===== config.mk =====
export PLATFORM = sky130hd
export DESIGN_NAME = sq_status_top
export DESIGN_NICKNAME = d
export VERILOG_FILES = /design/src/rtl/sqs_pkg.sv /design/src/rtl/sqs_sync.sv /design/src/rtl/sqs_sticky.sv /design/src/rtl/sqs_ptr.sv /design/src/rtl/sq_status_top.sv
export SDC_FILE = /design/constraint.sdc
export NUM_CORES = 1
export LEC_CHECK = 0
export BUFFER_PORTS_ARGS = -buffer_cell sky130_fd_sc_hd__buf_4
export CORE_AREA = 2 2 39 41
export CTS_CLUSTER_DIAMETER = 150
export CTS_CLUSTER_SIZE = 30
export DETAILED_ROUTE_END_ITERATION = 10
export DIE_AREA = 0 0 41 43
export GPL_ROUTABILITY_DRIVEN = 0
export PLACE_DENSITY = 0.68
export SLEW_MARGIN = 30
export SYNTH_ARGS = -nofsm -noshare
export SYNTH_HDL_FRONTEND = slang
export SYNTH_HIERARCHICAL = 1
export SYNTH_SLANG_ARGS = --single-unit

===== constraint.sdc =====
create_clock -name clk -period 0.8 [get_ports clk]
set_clock_uncertainty 0.15 [all_clocks]
set_input_delay 0.04 -clock clk [delete_from_list [all_inputs] [get_ports clk]]
set_output_delay 0.04 -clock clk [all_outputs]
set_load 0.005 [all_outputs]

===== src/rtl/sqs_pkg.sv =====
package sqs_pkg;

    // Bit positions of the two flags in the status write data.
    localparam int unsigned MODF_BIT  = 0;
    localparam int unsigned HALTA_BIT = 1;
    localparam int unsigned STAT_W    = 2;

    // State of one sticky flag together with its read-arm bit.
    typedef struct packed {
        logic flag;
        logic armed;
    } sticky_t;

    // Registered state kept at the top level.
    typedef struct packed {
        logic irq;
    } top_state_t;

endpackage


===== src/rtl/sqs_sync.sv =====
module sqs_sync #(
    parameter int unsigned STAGES  = 2,
    parameter logic        RST_VAL = 1'b1
) (
    input  logic clk,
    input  logic rst_n,
    input  logic async_i,
    output logic sync_o
);

    generate
        if (STAGES == 0) begin : g_bypass
            assign sync_o = async_i;
        end else begin : g_chain
            logic [STAGES-1:0] chain_d, chain_q;

            always_comb begin
                chain_d = chain_q;
                chain_d[0] = async_i;
                for (int i = 1; i < int'(STAGES); i++) begin
                    chain_d[i] = chain_q[i-1];
                end
            end

            always_ff @(posedge clk) begin
                if (!rst_n) chain_q <= {STAGES{RST_VAL}};
                else        chain_q <= chain_d;
            end

            assign sync_o = chain_q[STAGES-1];
        end
    endgenerate

endmodule


===== src/rtl/sqs_sticky.sv =====
module sqs_sticky
    import sqs_pkg::*;
(
    input  logic clk,
    input  logic rst_n,
    input  logic set_i,
    input  logic rd_i,
    input  logic wr_i,
    input  logic wr_val_i,
    output logic flag_o
);

    sticky_t st_d, st_q;
    logic    clr_ok;

    always_comb begin
        st_d   = st_q;
        clr_ok = wr_i && !wr_val_i && st_q.armed;

        // Arm on a read that sees the flag high; any write disarms.
        if (wr_i)                  st_d.armed = 1'b0;
        else if (rd_i && st_q.flag) st_d.armed = 1'b1;

        // Setting outranks clearing.
        if (set_i)       st_d.flag = 1'b1;
        else if (clr_ok) st_d.flag = 1'b0;

        if (!st_d.flag) st_d.armed = 1'b0;
    end

    always_ff @(posedge clk) begin
        if (!rst_n) st_q <= '0;
        else        st_q <= st_d;
    end

    assign flag_o = st_q.flag;

endmodule


===== src/rtl/sqs_ptr.sv =====
module sqs_ptr #(
    parameter int unsigned PTR_W = 5
) (
    input  logic             clk,
    input  logic             rst_n,
    input  logic             load_i,
    input  logic [PTR_W-1:0] idx_i,
    output logic [PTR_W-1:0] ptr_o
);

    logic [PTR_W-1:0] ptr_d, ptr_q;

    always_comb begin
        ptr_d = ptr_q;
        if (load_i) ptr_d = idx_i;
    end

    always_ff @(posedge clk) begin
        if (!rst_n) ptr_q <= '0;
        else        ptr_q <= ptr_d;
    end

    assign ptr_o = ptr_q;

endmodule


===== src/rtl/sq_status_top.sv =====
module sq_status_top
    import sqs_pkg::*;
#(
    parameter int unsigned PTR_W       = 5,
    parameter int unsigned SYNC_STAGES = 2
) (
    input  logic              clk,
    input  logic              rst_n,
    input  logic              master_en,
    input  logic              ss_in_n,
    input  logic              halt_req,
    input  logic              frz_in,
    input  logic              frz_en,
    input  logic              halt_irq_en,
    input  logic              cmd_active,
    input  logic              cmd_done,
    input  logic [PTR_W-1:0]  cmd_idx,
    input  logic              stat_rd,
    input  logic              stat_wr,
    input  logic [STAT_W-1:0] stat_wdata,
    output logic              mode_fault,
    output logic              halt_ack,
    output logic              halt_irq,
    output logic [PTR_W-1:0]  done_ptr
);

    localparam int unsigned NFLAG = STAT_W;

    logic             ss_sync_n;
    logic [NFLAG-1:0] flag_set;
    logic [NFLAG-1:0] flag_q;
    logic             halt_cond;
    logic             at_boundary;
    top_state_t       st_d, st_q;

    sqs_sync #(
        .STAGES  (SYNC_STAGES),
        .RST_VAL (1'b1)
    ) u_ss_sync (
        .clk     (clk),
        .rst_n   (rst_n),
        .async_i (ss_in_n),
        .sync_o  (ss_sync_n)
    );

    always_comb begin
        halt_cond   = halt_req || (frz_in && frz_en);
        at_boundary = !cmd_active || cmd_done;
        flag_set            = '0;
        flag_set[MODF_BIT]  = master_en && !ss_sync_n;
        flag_set[HALTA_BIT] = halt_cond && at_boundary;
    end

    generate
        for (genvar g = 0; g < int'(NFLAG); g++) begin : g_flag
            sqs_sticky u_flag (
                .clk      (clk),
                .rst_n    (rst_n),
                .set_i    (flag_set[g]),
                .rd_i     (stat_rd),
                .wr_i     (stat_wr),
                .wr_val_i (stat_wdata[g]),
                .flag_o   (flag_q[g])
            );
        end
    endgenerate

    sqs_ptr #(
        .PTR_W (PTR_W)
    ) u_ptr (
        .clk    (clk),
        .rst_n  (rst_n),
        .load_i (cmd_done),
        .idx_i  (cmd_idx),
        .ptr_o  (done_ptr)
    );

    always_comb begin
        st_d     = st_q;
        st_d.irq = halt_irq_en && flag_q[HALTA_BIT];
    end

    always_ff @(posedge clk) begin
        if (!rst_n) st_q <= '0;
        else        st_q <= st_d;
    end

    assign mode_fault = flag_q[MODF_BIT];
    assign halt_ack   = flag_q[HALTA_BIT];
    assign halt_irq   = st_q.irq;

endmodule


==> results.json <==
{
  "synth_cell_types": 13,
  "maxCapViolations": 0,
  "place_hpwl_um": 710,
  "ctsHoldBuffers": 1,
  "dieArea_mm2": 0.00176,
  "num_antenna_cells": 0,
  "cts-root-buf": "clkbuf_4",
  "cts-htree-levels": 1,
  "tritoncts": "built",
  "ys_warn_count": 6,
  "violations": "hold timing, setup timing",
  "port_buffers": 26,
  "ir_worst_vdd_mv": 0.693,
  "cp-end-kind": "primary output",
  "worst_slack_ns": -0.195,
  "fin_crit_ns": 0.995,
  "min_path_type": "in2reg",
  "tightest_slew_ns": 0.140,
  "num_rows": 14,
  "use_met2_pct": 22.2,
  "top_usage_layer": "met2",
  "ant_nets": 0,
  "hold_depth": 2,
  "synth_cells": 40,
  "final_nets": 93,
  "grt_pass1_wl_um": 1510,
  "outcome": "complete, but fails checks",
  "p_leak_nw": 0.372,
  "startpoint_type": "register",
  "grtUsageTotal_pct": 13.4,
  "clk_latency_ns": 0.27,
  "globalRouteMet1Util_pct": 12.4,
  "period_share_pct": 124,
  "fin_cells": 89,
  "wl_per_cell_um": 10.7,
  "synthesis.area_um2": 442,
  "core_region_area_mm2": 0.00138,
  "hold_viol_final": 12,
  "hp-start": "stat_wr",
  "syn_to_final_growth_pct": 83.6,
  "drcViolationCount": 0,
  "cts_buffers": 3,
  "drtIter0Drc": 0,
  "power_density_mw_per_mm2": 1670,
  "overflow": 0,
  "vias_per_cell": 4.57,
  "boundaryPins": 27,
  "postSynthNetCount": 59,
  "rsz0062_at_grt": "yes",
  "cts.sinks": 12,
  "rr_startpoint": "u_ss_sync/g_chain.chain_q[1]$_SDFF_PN1_",
  "drt_pass1_iterations": 1,
  "synth_area_per_cell_um2": 11.0,
  "route.vias.total": 407,
  "grt_pass1_vias": 419,
  "required_ns": 0.61,
  "arrival_ns": 0.80,
  "startpoint": "g_flag[0].u_flag/flag_o$_SDFF_PN0_",
  "path_max_fanout": 2,
  "dp_cells": 83,
  "worst_hold_slack_ns": -0.198,
  "layout-drive-gt1-share_pct": 69.9,
  "yosysSeqAreaShare_pct": 54.4,
  "clkSlewWorstSetupHoldPaths_ns": 0.08,
  "critical_path_class": "reg2out",
  "max_clock_freq_mhz": 1010,
  "reg2reg_depth": 3,
  "start_util_pct": 31.9,
  "clockBufferDepth": 2,
  "pre_cts_ws_ns": -0.0949,
  "max_slew_margin_pct": 90.4,
  "grt_max_degree": 11,
  "drt_wl_total_um": 953,
  "fill_cells": 133,
  "finalMaxSlewViolations": 0,
  "grt_util_met3_pct": 3.14,
  "finalSetupViolations": 12,
  "synth_seq_cells": 12,
  "die_w_um": 41,
  "fp.dieH_um": 43,
  "antenna_found_initial": 0
}
## worst paths after layout
kind	end	slack, ns
worst min register to register	u_ss_sync/g_chain.chain_q[1]$_SDFF_PN1_	0.25
worst max register to register	g_flag[0].u_flag/flag_o$_SDFF_PN0_	-0.14
worst max-delay path	mode_fault	-0.19
worst min-delay path	g_flag[1].u_flag/st_q[0]$_SDFFE_PP0P_	-0.20
## cell type report
class	count	area (um2)	share of cell area, %
multi-input cells	26	226	27.9
well taps	16	20.0	2.47
clock buffers	4	36.3	4.48
flip-flops and latches	12	254	31.3
repair buffers	30	270	33.3
inverters	1	3.75	0.463
## stage by stage
stage / cell area [um2] / util (%) / TNS, ns / power, mW
6_report: 811 / 58.6 / -1.10 / 1.35
5_1_grt: 811 / 58.6 / -1.50 / 1.42
4_1_cts: 787 / 56.9 / -1.16 / 1.35
3_5_place_dp: 673 / 48.6 / -0.263 / 0.843
3_3_place_gp: 673 / 48.6 / -0.231 / 0.838
2_1_floorplan: 442 / - / -0.0912 / 0.714
## cell usage after synthesis
cell	number	share of area [%]
a21oi_1	2	2.3
a21oi_2	2	4.0
and3_1	1	1.4
and4bb_1	2	5.7
buf_6	1	2.5
dfxtp_1	12	54
inv_1	1	0.85
mux2i_1	5	11
nand2b_1	2	2.8
nor2_1	2	1.7
nor2b_1	6	8.5
nor3_1	2	2.3
o21ai_0	2	2.3
## power by group
group	internal [mW]	total (mW)	switching (mW)
Sequential	0.630	0.652	0.0220
Combinational	0.153	0.224	0.0705
Clock	0.276	0.475	0.198
## critical path, stage by stage (launching register included)
cell and delay, ns:
dfxtp_2 0.33, buf_6 0.11, buf_6 0.10
## layout by cell type (no fill, tap or decap)
cell	instances
mux2i_1	5
buf_4	20
nor2_1	2
dfxtp_4	1
and4bb_1	2
o21ai_2	1
clkbuf_8	1
o21ai_4	1
clkbuf_4	3
inv_1	1
and3_1	1
dfxtp_2	8
dlygate4sd3_1	1
nor2b_1	5
buf_12	1
a21oi_2	4
nand2b_1	2
nor2b_4	1
dfxtp_1	3
buf_6	8
nor3_2	2
## logic make-up (layout without fill, tap and decap cells)
logic type             after synthesis  count (layout)  synth area share, %
DFF                                 12              12                 54.4
AOI/OAI and AO/OA                    6               6                 8.50
muxes                                5               5                 11.3
buffers and inverters                2              35                 3.40
and+or+nand+nor                     15              15                 22.4
## metal layers
layer | vias to the layer above | routed length (um)
li1 | 203 | -
met1 | 188 | 347
met2 | 14 | 535
met3 | 2 | 50
met4 | 0 | 19
met5 | - | 0
## state kept, by name (all words and copies together) (netlist names)
name / cells
g_flag.u_flag/st_q: 2
u_ptr/ptr_o: 5
halt_irq: 1
g_flag.u_flag/flag_o: 2
u_ss_sync/g_chain.chain_q: 2
## timing repair
action | in CTS | in global routing
gates resized for setup | 23 | 5
gates cloned | 0 | 0
setup buffers | 1 | 0
hold endpoints to repair | 12 | 12
pin swaps | 5 | 3
endpoints found under the setup margin | 12 | 15
Power figures use the tool's default switching activity.
